===== config.mk =====
export PLATFORM = sky130hd
export DESIGN_NAME = pipe_hazard_unit
export DESIGN_NICKNAME = d
export VERILOG_FILES = /design/src/rtl/hz_pkg.sv /design/src/rtl/hz_tag_pipe.sv /design/src/rtl/hz_src_match.sv /design/src/rtl/pipe_hazard_unit.sv
export SDC_FILE = /design/constraint.sdc
export NUM_CORES = 1
export LEC_CHECK = 0
export BUFFER_PORTS_ARGS = -buffer_cell sky130_fd_sc_hd__buf_2
export CAP_MARGIN = 20
export CORE_MARGIN = 4
export CORE_UTILIZATION = 50
export CTS_CLUSTER_SIZE = 40
export DETAILED_ROUTE_END_ITERATION = 12
export PLACE_DENSITY_LB_ADDON = 0.12
export SYNTH_ARGS = -nofsm -noshare
export SYNTH_HDL_FRONTEND = slang
export SYNTH_HIERARCHICAL = 1
export SYNTH_SLANG_ARGS = --single-unit

===== constraint.sdc =====
create_clock -name clk -period 3.8 [get_ports clk]
set_input_delay 1.14 -clock clk [delete_from_list [all_inputs] [get_ports clk]]
set_output_delay 1.14 -clock clk [all_outputs]
set_load 0.005 [all_outputs]

===== src/rtl/hz_pkg.sv =====
package hz_pkg;

    // register specifier width and number of tracked producer stages
    localparam int unsigned HZ_REG_W = 4;
    localparam int unsigned HZ_NSTG  = 3;   // 0 = Execute, 1 = Buffer, 2 = Write

    // stages whose load data is not ready yet for a consumer issuing now
    localparam logic [HZ_NSTG-1:0] HZ_LOAD_LATE = 3'b001;

    typedef struct packed {
        logic                valid;
        logic                we;
        logic                load;
        logic [HZ_REG_W-1:0] dst;
    } hz_tag_t;

    typedef enum logic [1:0] {
        FWD_RF = 2'd0,
        FWD_EX = 2'd1,
        FWD_BF = 2'd2,
        FWD_WR = 2'd3
    } hz_fwd_e;

endpackage


===== src/rtl/hz_tag_pipe.sv =====
module hz_tag_pipe
    import hz_pkg::*;
(
    input  logic                  clk,
    input  logic                  rst_n,
    input  logic                  stall_i,
    input  hz_tag_t               issue_tag_i,
    output hz_tag_t [HZ_NSTG-1:0] tags_o
);

    typedef struct packed {
        hz_tag_t [HZ_NSTG-1:0] stg;
    } pipe_state_t;

    pipe_state_t st_d, st_q;

    always_comb begin
        st_d = st_q;
        st_d.stg[0] = stall_i ? '0 : issue_tag_i;
        for (int k = 1; k < int'(HZ_NSTG); k++) begin
            st_d.stg[k] = st_q.stg[k-1];
        end
    end

    always_ff @(posedge clk or negedge rst_n) begin
        if (!rst_n) begin
            st_q <= '0;
        end else begin
            st_q <= st_d;
        end
    end

    assign tags_o = st_q.stg;

    // a stalled cycle leaves Execute empty
    p_bubble_empty_r7: assert property (@(posedge clk) disable iff (!rst_n)
        stall_i |=> (!st_q.stg[0].valid && !st_q.stg[0].we));

    // Buffer always receives what Execute held one cycle earlier
    p_shift_buffer_r3: assert property (@(posedge clk) disable iff (!rst_n)
        1'b1 |=> (st_q.stg[1] == $past(st_q.stg[0])));

    // Write always receives what Buffer held one cycle earlier
    p_shift_write_r4: assert property (@(posedge clk) disable iff (!rst_n)
        1'b1 |=> (st_q.stg[2] == $past(st_q.stg[1])));

endmodule


===== src/rtl/hz_src_match.sv =====
module hz_src_match
    import hz_pkg::*;
#(
    parameter int unsigned PC_ID = 15
) (
    input  logic                  clk,
    input  logic                  rst_n,
    input  logic                  use_i,
    input  logic [HZ_REG_W-1:0]   src_i,
    input  hz_tag_t [HZ_NSTG-1:0] tags_i,
    output hz_fwd_e               sel_o,
    output logic                  late_o
);

    localparam logic [HZ_REG_W-1:0] PC_SPEC = HZ_REG_W'(PC_ID);

    logic [HZ_NSTG-1:0] hit;

    for (genvar k = 0; k < int'(HZ_NSTG); k++) begin : g_cmp
        assign hit[k] = use_i && (src_i != PC_SPEC) && tags_i[k].valid
                        && tags_i[k].we && (tags_i[k].dst == src_i);
    end

    // scan oldest to youngest so the youngest matching producer wins
    always_comb begin
        sel_o  = FWD_RF;
        late_o = 1'b0;
        for (int k = int'(HZ_NSTG) - 1; k >= 0; k--) begin
            if (hit[k]) begin
                sel_o  = hz_fwd_e'(2'(k + 1));
                late_o = tags_i[k].load && HZ_LOAD_LATE[k];
            end
        end
    end

    p_pc_never_fwd_r8: assert property (@(posedge clk) disable iff (!rst_n)
        (src_i == PC_SPEC) |-> (sel_o == FWD_RF && !late_o));

    p_unused_rf_r9: assert property (@(posedge clk) disable iff (!rst_n)
        !use_i |-> (sel_o == FWD_RF && !late_o));

endmodule


===== src/rtl/pipe_hazard_unit.sv =====
module pipe_hazard_unit
    import hz_pkg::*;
#(
    parameter int unsigned N_SRC = 2,
    parameter int unsigned PC_ID = 15
) (
    input  logic                             clk,
    input  logic                             rst_n,
    input  logic                             iss_valid_i,
    input  logic [N_SRC-1:0][HZ_REG_W-1:0]   iss_src_i,
    input  logic [N_SRC-1:0]                 iss_use_i,
    input  logic [HZ_REG_W-1:0]              iss_dst_i,
    input  logic                             iss_we_i,
    input  logic                             iss_load_i,
    output logic [N_SRC-1:0][1:0]            fwd_sel_o,
    output logic                             stall_o,
    output logic                             bubble_o
);

    hz_tag_t [HZ_NSTG-1:0] tags;
    hz_tag_t               issue_tag;
    logic    [N_SRC-1:0]   late;
    hz_fwd_e [N_SRC-1:0]   sel;

    always_comb begin
        issue_tag.valid = iss_valid_i;
        issue_tag.we    = iss_valid_i && iss_we_i;
        issue_tag.load  = iss_valid_i && iss_load_i;
        issue_tag.dst   = iss_dst_i;
    end

    for (genvar s = 0; s < int'(N_SRC); s++) begin : g_src
        hz_src_match #(
            .PC_ID (PC_ID)
        ) u_match (
            .clk    (clk),
            .rst_n  (rst_n),
            .use_i  (iss_use_i[s]),
            .src_i  (iss_src_i[s]),
            .tags_i (tags),
            .sel_o  (sel[s]),
            .late_o (late[s])
        );
        assign fwd_sel_o[s] = iss_valid_i ? sel[s] : FWD_RF;
    end

    assign stall_o  = iss_valid_i && (|late);
    assign bubble_o = stall_o;

    hz_tag_pipe u_tags (
        .clk         (clk),
        .rst_n       (rst_n),
        .stall_i     (stall_o),
        .issue_tag_i (issue_tag),
        .tags_o      (tags)
    );

    // a load-use wait never lasts more than one cycle
    p_single_stall_r6: assert property (@(posedge clk) disable iff (!rst_n)
        stall_o |=> !stall_o);

    p_idle_no_stall_r10: assert property (@(posedge clk) disable iff (!rst_n)
        !iss_valid_i |-> (!stall_o && fwd_sel_o == '0));

endmodule


* Yosys cells after proc, flatten, opt, wreduce, memory -nomap -nowiden
Cells that the tools add are included.
** Word-level totals
- Bits of input ports :: 19
- Output and inout port bits :: 6
- Register bits after elaboration :: 19
- Word-level logic and storage cells :: 53
** Operators by class
- Equal/unequal tests :: 8
- Multiplexer cells :: 11
- Reduce and logical (&&, ||, !) cells :: 24
** Operators with widths (count)
- equality test 4 bit :: 6
- logical AND 1 bit :: 23
- 2-to-1 mux 2 bit :: 8
- inequality test 4 bit, second input constant :: 2
- 2-to-1 mux 7 bit :: 1
- 2-to-1 mux 1 bit :: 2
- OR reduction 2 bit :: 1

* Depth between registers and ports, before layout
Gate-level depths: netlist (run 1).
- Depth in word-level cells :: 9
- Mapped depth :: 7
- Gate-level depth less buffers :: 6

* Hierarchy
The synthesis (run 1) kept the hierarchy.
** Modules (own cells, without submodules)
- hz_tag_pipe :: times used 1, cells each 42, sequential area each 525.5 µm², area an instance 674.4 µm²
- hz_src_match :: times used 2, cells each 29, sequential area each 0.0 µm², area an instance 197.7 µm²
- pipe_hazard_unit :: times used 1, cells each 8, sequential area each 0.0 µm², area an instance 52.6 µm²

* Worst setup path after synthesis (run 1)
OpenSTA, ideal clock, no wires.
- Path kind :: input port to output port
- Start point :: input iss_src_i[0] (netlist bit)
- End point :: output fwd_sel_o[0] (netlist bit)
- Arrival time :: 2264 ps
- Required time :: 2660 ps
- Path buffers :: 0
- Slack :: 396 ps
- Stages :: 5
- Cells stage by stage :: inv_2 > a221o_1 > or4_4 > a21o_1 > and2_1
** RTL lines
- start: declaration :: line pipe_hazard_unit.sv:10 : input logic [N_SRC-1:0][HZ_REG_W-1:0] iss_src_i,
- end: declaration :: line pipe_hazard_unit.sv:15 : output logic [N_SRC-1:0][1:0] fwd_sel_o,

==> flow_summary_export.csv, run 1 <==
group,metric,value,unit
pwr,powerDensity,322,nW/um^2
detailed_routing,final_antenna_net_count,0,
detailed_routing,drcViolationCount,0,
placed_design,place_congestion,0.810,
critical_path,crit_slowest_cell,"or4_4",
critical_path,cp.arrival,2.58,ns
floorplan,rows,16,
sta,hold_violations,0,
sta,max_slew.worst_pin.slew,0.405,ns
run,maxCapViolCount,0,
global_routing,grt.total_usage,16.2,%
sta,fin_ws,0.0785,ns
critical_path,crit_path_start_kind,"input port",
finish,area_growth,9.17,%
critical_path,endpoint,"fwd_sel_o[0]",
critical_path,path_class,"input port to primary output",
critical_path,reg2reg_depth,7,
sta,hold_slack,0.414,ns
critical_path,critical_path_depth,7,
clocking,clockBufferDepth,2,
clocking,numCtsBuffers,3,
run_status,outcome,"finished, final reports clean",
floorplan,initial_core_util,53.2,%
critical_path,path_cells,"buf_2 -> inv_2 -> a221o_1 -> or4_4 -> a21o_1 -> and2_1 -> buf_2",
critical_path,timing.rr.start,"u_tags/tags_o[3]",
critical_path,critPathMaxStageDelay,0.52,ns
finish,antenna_cells,0,
sta,maxSlewViolCount,0,
clocking,cts.clk_slew.worst_paths,0.10,ns
clocking,postCtsSetupBuffers,0,
synthesis,syn_inst,105,
global_routing,antenna_found_initial,0,
clocking,clk_latency,0.29,ns
global_routing,grt-ovfl-total,0,
placed_design,preCtsSetupSlack,0.0741,ns
detailed_routing,wire_per_inst,13.3,um
placed_design,dp_hpwl,1.62,mm
critical_path,endpoint_kind,"primary output",
worst_hold_path,hold_path_class,"register to register",
global_routing,grt_pass1_vias,739,
critical_path,r2r_slack,2.15,ns
critical_path,critPathMaxFanout,4,
finish,largest_register_ffs,19,
floorplan,io_pins,25,
floorplan,core-area,2000,um^2
clocking,cts_resized,0,
critical_path,crit_path_start,"iss_src_i[0]",
clocking,cts_hold_buf,0,
synthesis,syn-num-nets,124,
floorplan,fp.dieArea,2930,um^2
clocking,htree_num_levels,1,
pwr,power.leakage,0.538,nW
floorplan,fp.dieH,54.1,um
placed_design,numPortBuffers,24,
sta,final.min_clock_period,3.72,ns
global_routing,grt_max_degree,20,
sta,finalCritPeriodShare,97.9,%
sta,clock_skew,0.00494,ns
critical_path,crit_required,2.66,ns
detailed_routing,firstDrtPassIters,4,
floorplan,die_w,54.1,um
global_routing,grt_first_pass_wirelength,3.32,mm
synthesis,syn_area,1060,um^2
synthesis,syn_area_per_cell,10.1,um^2
finish,fill_cells,182,
detailed_routing,vias,762,
finish,nets,142,
clocking,root_buffer,"clkbuf_4",
pwr,vdd_drop_max,0.244,mV
synthesis,yosys_warnings,6,
sta,setup_tns,0,ns
sta,finalSetupViolCount,0,
detailed_routing,detail_route.wirelength,1.98,mm
sta,rsz0062_at_grt,"no",
detailed_routing,initialDrtViolationCount,10,
critical_path,cp.buffers_inverters,3,
detailed_routing,viasPerCell,5.11,
worst_hold_path,hp-start,"u_tags/tags_o[10]",
finish,layout-drive-gt1-share,27.9,%
sta,max_freq,0.269,GHz
critical_path,critical_path.most_common_cell,"buf_2",
clocking,cts_tree,"done",
sta,slew-limit-headroom,73.0,%
critical_path,cp_top_family,"simple AND/OR/NAND/NOR gates",
critical_path,r2r_end,"u_tags/tags_o[0]",
clocking,clock-sinks,19,
-- layout by cell type, fill, tap and decap left out --
cell type and n:
a21oi_1 2, clkbuf_1 1, or3_1 2, dfrtp_1 19
nand4_1 2, nand3_1 8, a21o_1 2, a221o_1 2
nor3_1 4, nand2_1 2, o22ai_1 2, o2111ai_1 2
or4_4 2, inv_1 4, buf_4 3, buf_2 24
o21a_1 1, nor2b_1 9, inv_2 2, xnor2_1 18
and2_1 8, clkbuf_4 3
-- per-stage QoR --
step                      util (%)  total power, mW  area [um^2]  std cells
final                         58.1            0.374         1160        149
after global routing          58.1            0.396         1160        149
after CTS                     58.1            0.379         1160        149
after detailed placement      56.8            0.281         1140        145
after global placement        56.8            0.279         1140        145
after floorplan                  -            0.264         1060        105
-- power breakdown --
part | internal [mW] | leakage, nW | switching (mW) | total [mW]
clock network | 0.0408 | 0.0150 | 0.0570 | 0.0979
logic | 0.0275 | 0.296 | 0.0268 | 0.0543
registers | 0.212 | 0.226 | 0.00938 | 0.222
total | 0.281 | 0.538 | 0.0932 | 0.374
-- routing by layer --
metal	vias to the layer above	global-route usage, %	wire [um]
li1	374	-	-
met1	360	19.6	862
met2	24	27.5	969
met3	4	2.22	110
met4	0	9.13	38
met5	-	0	0
-- cell type report --
type	instances	area, um^2	share of cell area, %
Tap cell	27	33.8	2.91
Inverter	6	22.5	1.94
Multi-Input combinational cell	66	462	39.7
Sequential cell	19	475	40.9
Timing Repair Buffer	27	143	12.3
Clock buffer	4	26.3	2.26
-- how the worst min path moves through the flow --
stage	depth (start not counted)	slack, ns	end
after floorplan	0	0.35	u_tags/tags_o[10]
after global placement	0	0.39	u_tags/tags_o[12]
after detailed placement	0	0.40	u_tags/tags_o[17]
after CTS	0	0.42	u_tags/tags_o[17]
after global routing	0	0.44	u_tags/tags_o[13]
final	0	0.41	u_tags/tags_o[17]
No activity file was read; power rests on OpenSTA's default activity.
==> inputs of run 2 (changes only) <==
- CORE_UTILIZATION: 50 -> 35
==> run 2 against run 1 <==
Register-to-register slack barely moved. Setup slack gained 0.028 ns. Worst hold slack got worse by 0.0088 ns. Clock skew grew 0.0026 ns. First-iteration DRC count up 40%. Clock power is 0.4% lower. Critical endpoint unchanged. Largest power group unchanged.
==> flow_summary_export.csv, run 2 (synthesis results as in run 1) <==
group,metric,value,unit
clocking,cts_tree,"done",
placed_design,numPortBuffers,24,
run_status,outcome,"finished, final reports clean",
clocking,htree_num_levels,1,
global_routing,grt_max_degree,20,
sta,finalSetupViolCount,0,
pwr,internal_power,282,uW
global_routing,grt_first_pass_wirelength,3.66,mm
detailed_routing,vias,753,
pwr,p_sw,92.9,uW
sta,setup_tns,0,ns
worst_hold_path,hold_path_class,"register to register",
pwr,power.leakage,0.547,nW
critical_path,endpoint_kind,"primary output",
critical_path,r2r_slack,2.15,ns
finish,layout-drive-gt1-share,29.0,%
finish,antenna_cells,0,
clocking,cts_hold_buf,0,
critical_path,path_class,"input port to primary output",
clocking,clock-sinks,19,
finish,largest_register_ffs,19,
placed_design,place_congestion,0.780,
critical_path,critPathMaxFanout,4,
run,maxCapViolCount,0,
clocking,numCtsBuffers,3,
finish,area_growth,11.0,%
sta,hold_violations,0,
clocking,postCtsSetupBuffers,0,
clocking,root_buffer,"clkbuf_4",
global_routing,grt.total_usage,11.8,%
clocking,cts.clk_slew.worst_paths,0.09,ns
pwr,vdd_drop_max,0.171,mV
sta,maxSlewViolCount,0,
sta,clock_skew,0.00756,ns
critical_path,endpoint,"fwd_sel_o[0]",
floorplan,initial_core_util,37.6,%
pwr,power_frac_seq,59.1,%
clocking,clockBufferDepth,2,
global_routing,grt_pass1_vias,803,
pwr,clkPwrFrac,26.0,%
sta,finalCritPeriodShare,97.2,%
sta,final.min_clock_period,3.69,ns
placed_design,dp_hpwl,1.76,mm
critical_path,crit_required,2.66,ns
critical_path,cp.arrival,2.55,ns
detailed_routing,wire_per_inst,13.6,um
global_routing,grt-ovfl-total,0,
global_routing,antenna_found_initial,0,
critical_path,reg2reg_depth,7,
pwr,switching_share,24.8,%
floorplan,core-area,2830,um^2
finish,nets,144,
sta,slew-limit-headroom,72.4,%
floorplan,fp.dieH,63.2,um
critical_path,r2r_end,"u_tags/tags_o[0]",
floorplan,fp.dieArea,3990,um^2
pwr,p_comb_share,14.9,%
finish,final_common_cell,"buf_2",
floorplan,rows,19,
sta,rsz0062_at_grt,"no",
critical_path,crit_path_start_kind,"input port",
critical_path,timing.rr.start,"u_tags/tags_o[0]",
pwr,powerDensity,317,nW/um^2
critical_path,crit_path_start,"iss_src_i[0]",
floorplan,die_w,63.2,um
detailed_routing,viasPerCell,4.86,
finish,final_cell_mix,"buf_2, dfrtp_1, xnor2_1",
floorplan,io_pins,25,
finish,fill_cells,289,
detailed_routing,firstDrtPassIters,4,
detailed_routing,initialDrtViolationCount,14,
detailed_routing,drcViolationCount,0,
sta,max_slew.worst_pin.slew,0.414,ns
sta,max_freq,0.271,GHz
detailed_routing,final_antenna_net_count,0,
detailed_routing,detail_route.wirelength,2.11,mm
clocking,clk_latency,0.29,ns
clocking,cts_resized,0,
pwr,fin_total_pwr,375,uW
run 2: changes by cell type in the layout (fill, tap and decap cells not counted), sizes merged:
cell  delta
buf      +2
run 2: power groups by stage:
stage	Clock [mW]	Sequential, mW	Combinational [mW]
CTS	0.103	0.222	0.0569
floorplan	0	0.221	0.0428
global placement	0	0.226	0.0559
detailed placement	0	0.226	0.0566
finish	0.0975	0.222	0.0557
global route	0.111	0.224	0.0635
run 2: final cells by class:
type	count	area [um^2]	share of cell area [%]
Multi-Input combinational cell	66	462	39.0
Clock buffer	4	26.3	2.22
Inverter	6	22.5	1.90
Timing Repair Buffer	29	158	13.3
Sequential cell	19	475	40.2
Tap cell	31	38.8	3.28
run 2: critical path, cell delays in order:
cell	delay [ns]
buf_2	0.13
inv_2	0.04
a221o_1	0.30
or4_4	0.51
a21o_1	0.16
and2_1	0.14
buf_2	0.12
run 2: routing by layer:
| metal | track usage, % | share of wire, % |
|---|---|---|
| met4 | 7.71 | 2.4 |
| met3 | 2.66 | 4.8 |
| met2 | 19.6 | 50 |
| met5 | 0 | 0 |
| met1 | 13.6 | 43 |
run 2: worst min-delay path by stage:
stage	start	end	slack (ns)	cells after the start
floorplan	u_tags/tags_o[3]	u_tags/tags_o[10]	0.35	0
global route	u_tags/tags_o[6]	u_tags/tags_o[13]	0.43	0
global placement	u_tags/tags_o[6]	u_tags/tags_o[13]	0.39	0
finish	u_tags/tags_o[6]	u_tags/tags_o[13]	0.41	0
detailed placement	u_tags/tags_o[6]	u_tags/tags_o[13]	0.39	0
CTS	u_tags/tags_o[6]	u_tags/tags_o[13]	0.41	0
run 2: metrics by stage:
| stage | instances | hold slack, ns | worst slack, ns | util [%] | area (um^2) |
|---|---|---|---|---|---|
| 3_3_place_gp | 151 | 0.385 | 0.116 | 40.9 | 1160 |
| 6_report | 155 | 0.406 | 0.106 | 41.8 | 1180 |
| 2_1_floorplan | 105 | 0.355 | 0.396 | - | 1060 |
| 4_1_cts | 155 | 0.409 | 0.103 | 41.8 | 1180 |
| 5_1_grt | 155 | 0.432 | 0.00679 | 41.8 | 1180 |
| 3_5_place_dp | 151 | 0.387 | 0.107 | 40.9 | 1160 |
==> inputs of run 3 (changes only) <==
- BUFFER_PORTS_ARGS: -buffer_cell sky130_fd_sc_hd__buf_2 -> not set
- CORE_MARGIN: 4 -> 2
- DONT_BUFFER_PORTS: not set -> 1
==> run 3 against run 2 <==
Fmax up 7.4%. Die area down 12%. Clock power about the same. Utilization down 7.0 points. Non-clock buffer count down 28. Clock-buffer cell count unchanged. Register-to-register slack worse by 0.24 ns. Combinational power down 39%. Clock skew down 0.0060 ns. Setup slack better by 0.25 ns. Global-route usage up 1.9 points. Critical path type unchanged. Largest cell class unchanged.
==> flow_summary_export.csv, run 3 (synthesis results as in run 1) <==
group,metric,value,unit
finish,largest_register_ffs,19,
clocking,root_buffer,"clkbuf_4",
sta,clock_skew,0.00161,ns
critical_path,path_class,"input port to primary output",
clocking,cts.clk_slew.worst_paths,0.10,ns
floorplan,io_pins,25,
finish,final_cells,129,
clocking,htree_num_levels,1,
pwr,vdd_drop_max,0.167,mV
global_routing,grt_pass1_vias,680,
critical_path,timing.rr.start,"u_tags/tags_o[0]",
sta,setup_tns,0,ns
pwr,fin_total_pwr,356,uW
clocking,postCtsSetupBuffers,0,
critical_path,crit_path_start,"iss_src_i[4]",
detailed_routing,final_antenna_net_count,0,
run,maxCapViolCount,0,
detailed_routing,viasPerCell,4.90,
sta,slew-limit-headroom,69.8,%
floorplan,die_w,59.2,um
floorplan,fp.dieH,59.2,um
detailed_routing,drcViolationCount,0,
floorplan,fp.dieArea,3500,um^2
critical_path,endpoint_kind,"primary output",
critical_path,crit_path_start_kind,"input port",
detailed_routing,firstDrtPassIters,4,
sta,rsz0062_at_grt,"no",
sta,fin_ws,0.361,ns
floorplan,rows,20,
worst_hold_path,hp-start,"u_tags/tags_o[13]",
global_routing,grt-ovfl-total,0,
clocking,cts_hold_buf,0,
clocking,numCtsBuffers,3,
run_status,outcome,"finished, final reports clean",
clocking,cts_tree,"done",
floorplan,core-area,2980,um^2
placed_design,place_area,1010,um^2
clocking,clockBufferDepth,2,
placed_design,preCtsSetupSlack,0.363,ns
detailed_routing,initialDrtViolationCount,9,
clocking,clk_latency,0.29,ns
global_routing,grt_max_degree,20,
finish,final_cell_mix,"dfrtp_1, xnor2_1, nor2b_1",
detailed_routing,vias,632,
global_routing,grt.total_usage,13.8,%
placed_design,dp_hpwl,1.65,mm
finish,layout-drive-gt1-share,8.33,%
finish,nets,116,
sta,finalSetupViolCount,0,
sta,max_slew.worst_pin.slew,0.449,ns
pwr,powerDensity,344,nW/um^2
sta,finalCritPeriodShare,90.5,%
global_routing,grt_first_pass_wirelength,3.46,mm
sta,hold_violations,0,
critical_path,crit_required,2.66,ns
detailed_routing,wire_per_inst,15.7,um
critical_path,cp.arrival,2.30,ns
clocking,clock-sinks,19,
placed_design,place_congestion,0.733,
placed_design,numPortBuffers,0,
finish,fin_area,1030,um^2
finish,area_growth,-2.82,%
sta,max_freq,0.291,GHz
pwr,power.leakage,0.422,nW
finish,final_common_cell,"dfrtp_1",
sta,hold_slack,0.420,ns
floorplan,initial_core_util,35.8,%
global_routing,antenna_found_initial,0,
worst_hold_path,hold_path_class,"register to register",
placed_design,dp_cells,125,
finish,post-route-util,34.7,%
critical_path,critPathMaxFanout,4,
sta,maxSlewViolCount,0,
sta,final.min_clock_period,3.44,ns
clocking,cts_resized,0,
finish,antenna_cells,0,
detailed_routing,detail_route.wirelength,2.02,mm
## run 3: changes by cell type in the layout (fill, tap and decap cells not counted), sizes merged
cell	previous run	this run
buf	29	1
## run 3: area by class of cell
cell class	count	area [um^2]
multi-input combinational	66	462
sequential	19	475
fill	313	1940
tap	33	41.3
inverter	6	22.5
timing repair buffer	1	7.51
clock buffer	4	26.3
## run 3: report_power, final
part	switching (mW)	leakage [nW]	total, mW	internal (mW)
Clock	0.0592	0.0150	0.100	0.0407
Sequential	0.00977	0.226	0.222	0.213
Combinational	0.0127	0.181	0.0340	0.0213
## run 3: routing by layer
metal / GRT usage, % / share of wire, % / up-vias
met2: 22.9 / 50 / 18
met3: 2.40 / 5.2 / 2
met4: 5.84 / 0.89 / 0
li1: - / - / 321
met1: 17.7 / 44 / 291
met5: 0 / 0 / -
## run 3: path summary, 6_finish.rpt
path                       slack (ns)  cells after the start                 to
max in group asynchronous        3.20                      0  u_tags/tags_o[15]
min in group asynchronous        0.53                      0   u_tags/tags_o[4]
setup reg to reg                 1.91                      7   u_tags/tags_o[1]
setup / recovery                 0.36                      5       fwd_sel_o[2]
hold / removal                   0.42                      0  u_tags/tags_o[20]
hold reg to reg                  0.42                      0  u_tags/tags_o[20]
## run 3: worst max-delay path, stage by stage
cell     delay, ns
inv_2         0.02
a221o_1       0.30
or4_4         0.51
a21o_1        0.16
and2_1        0.16
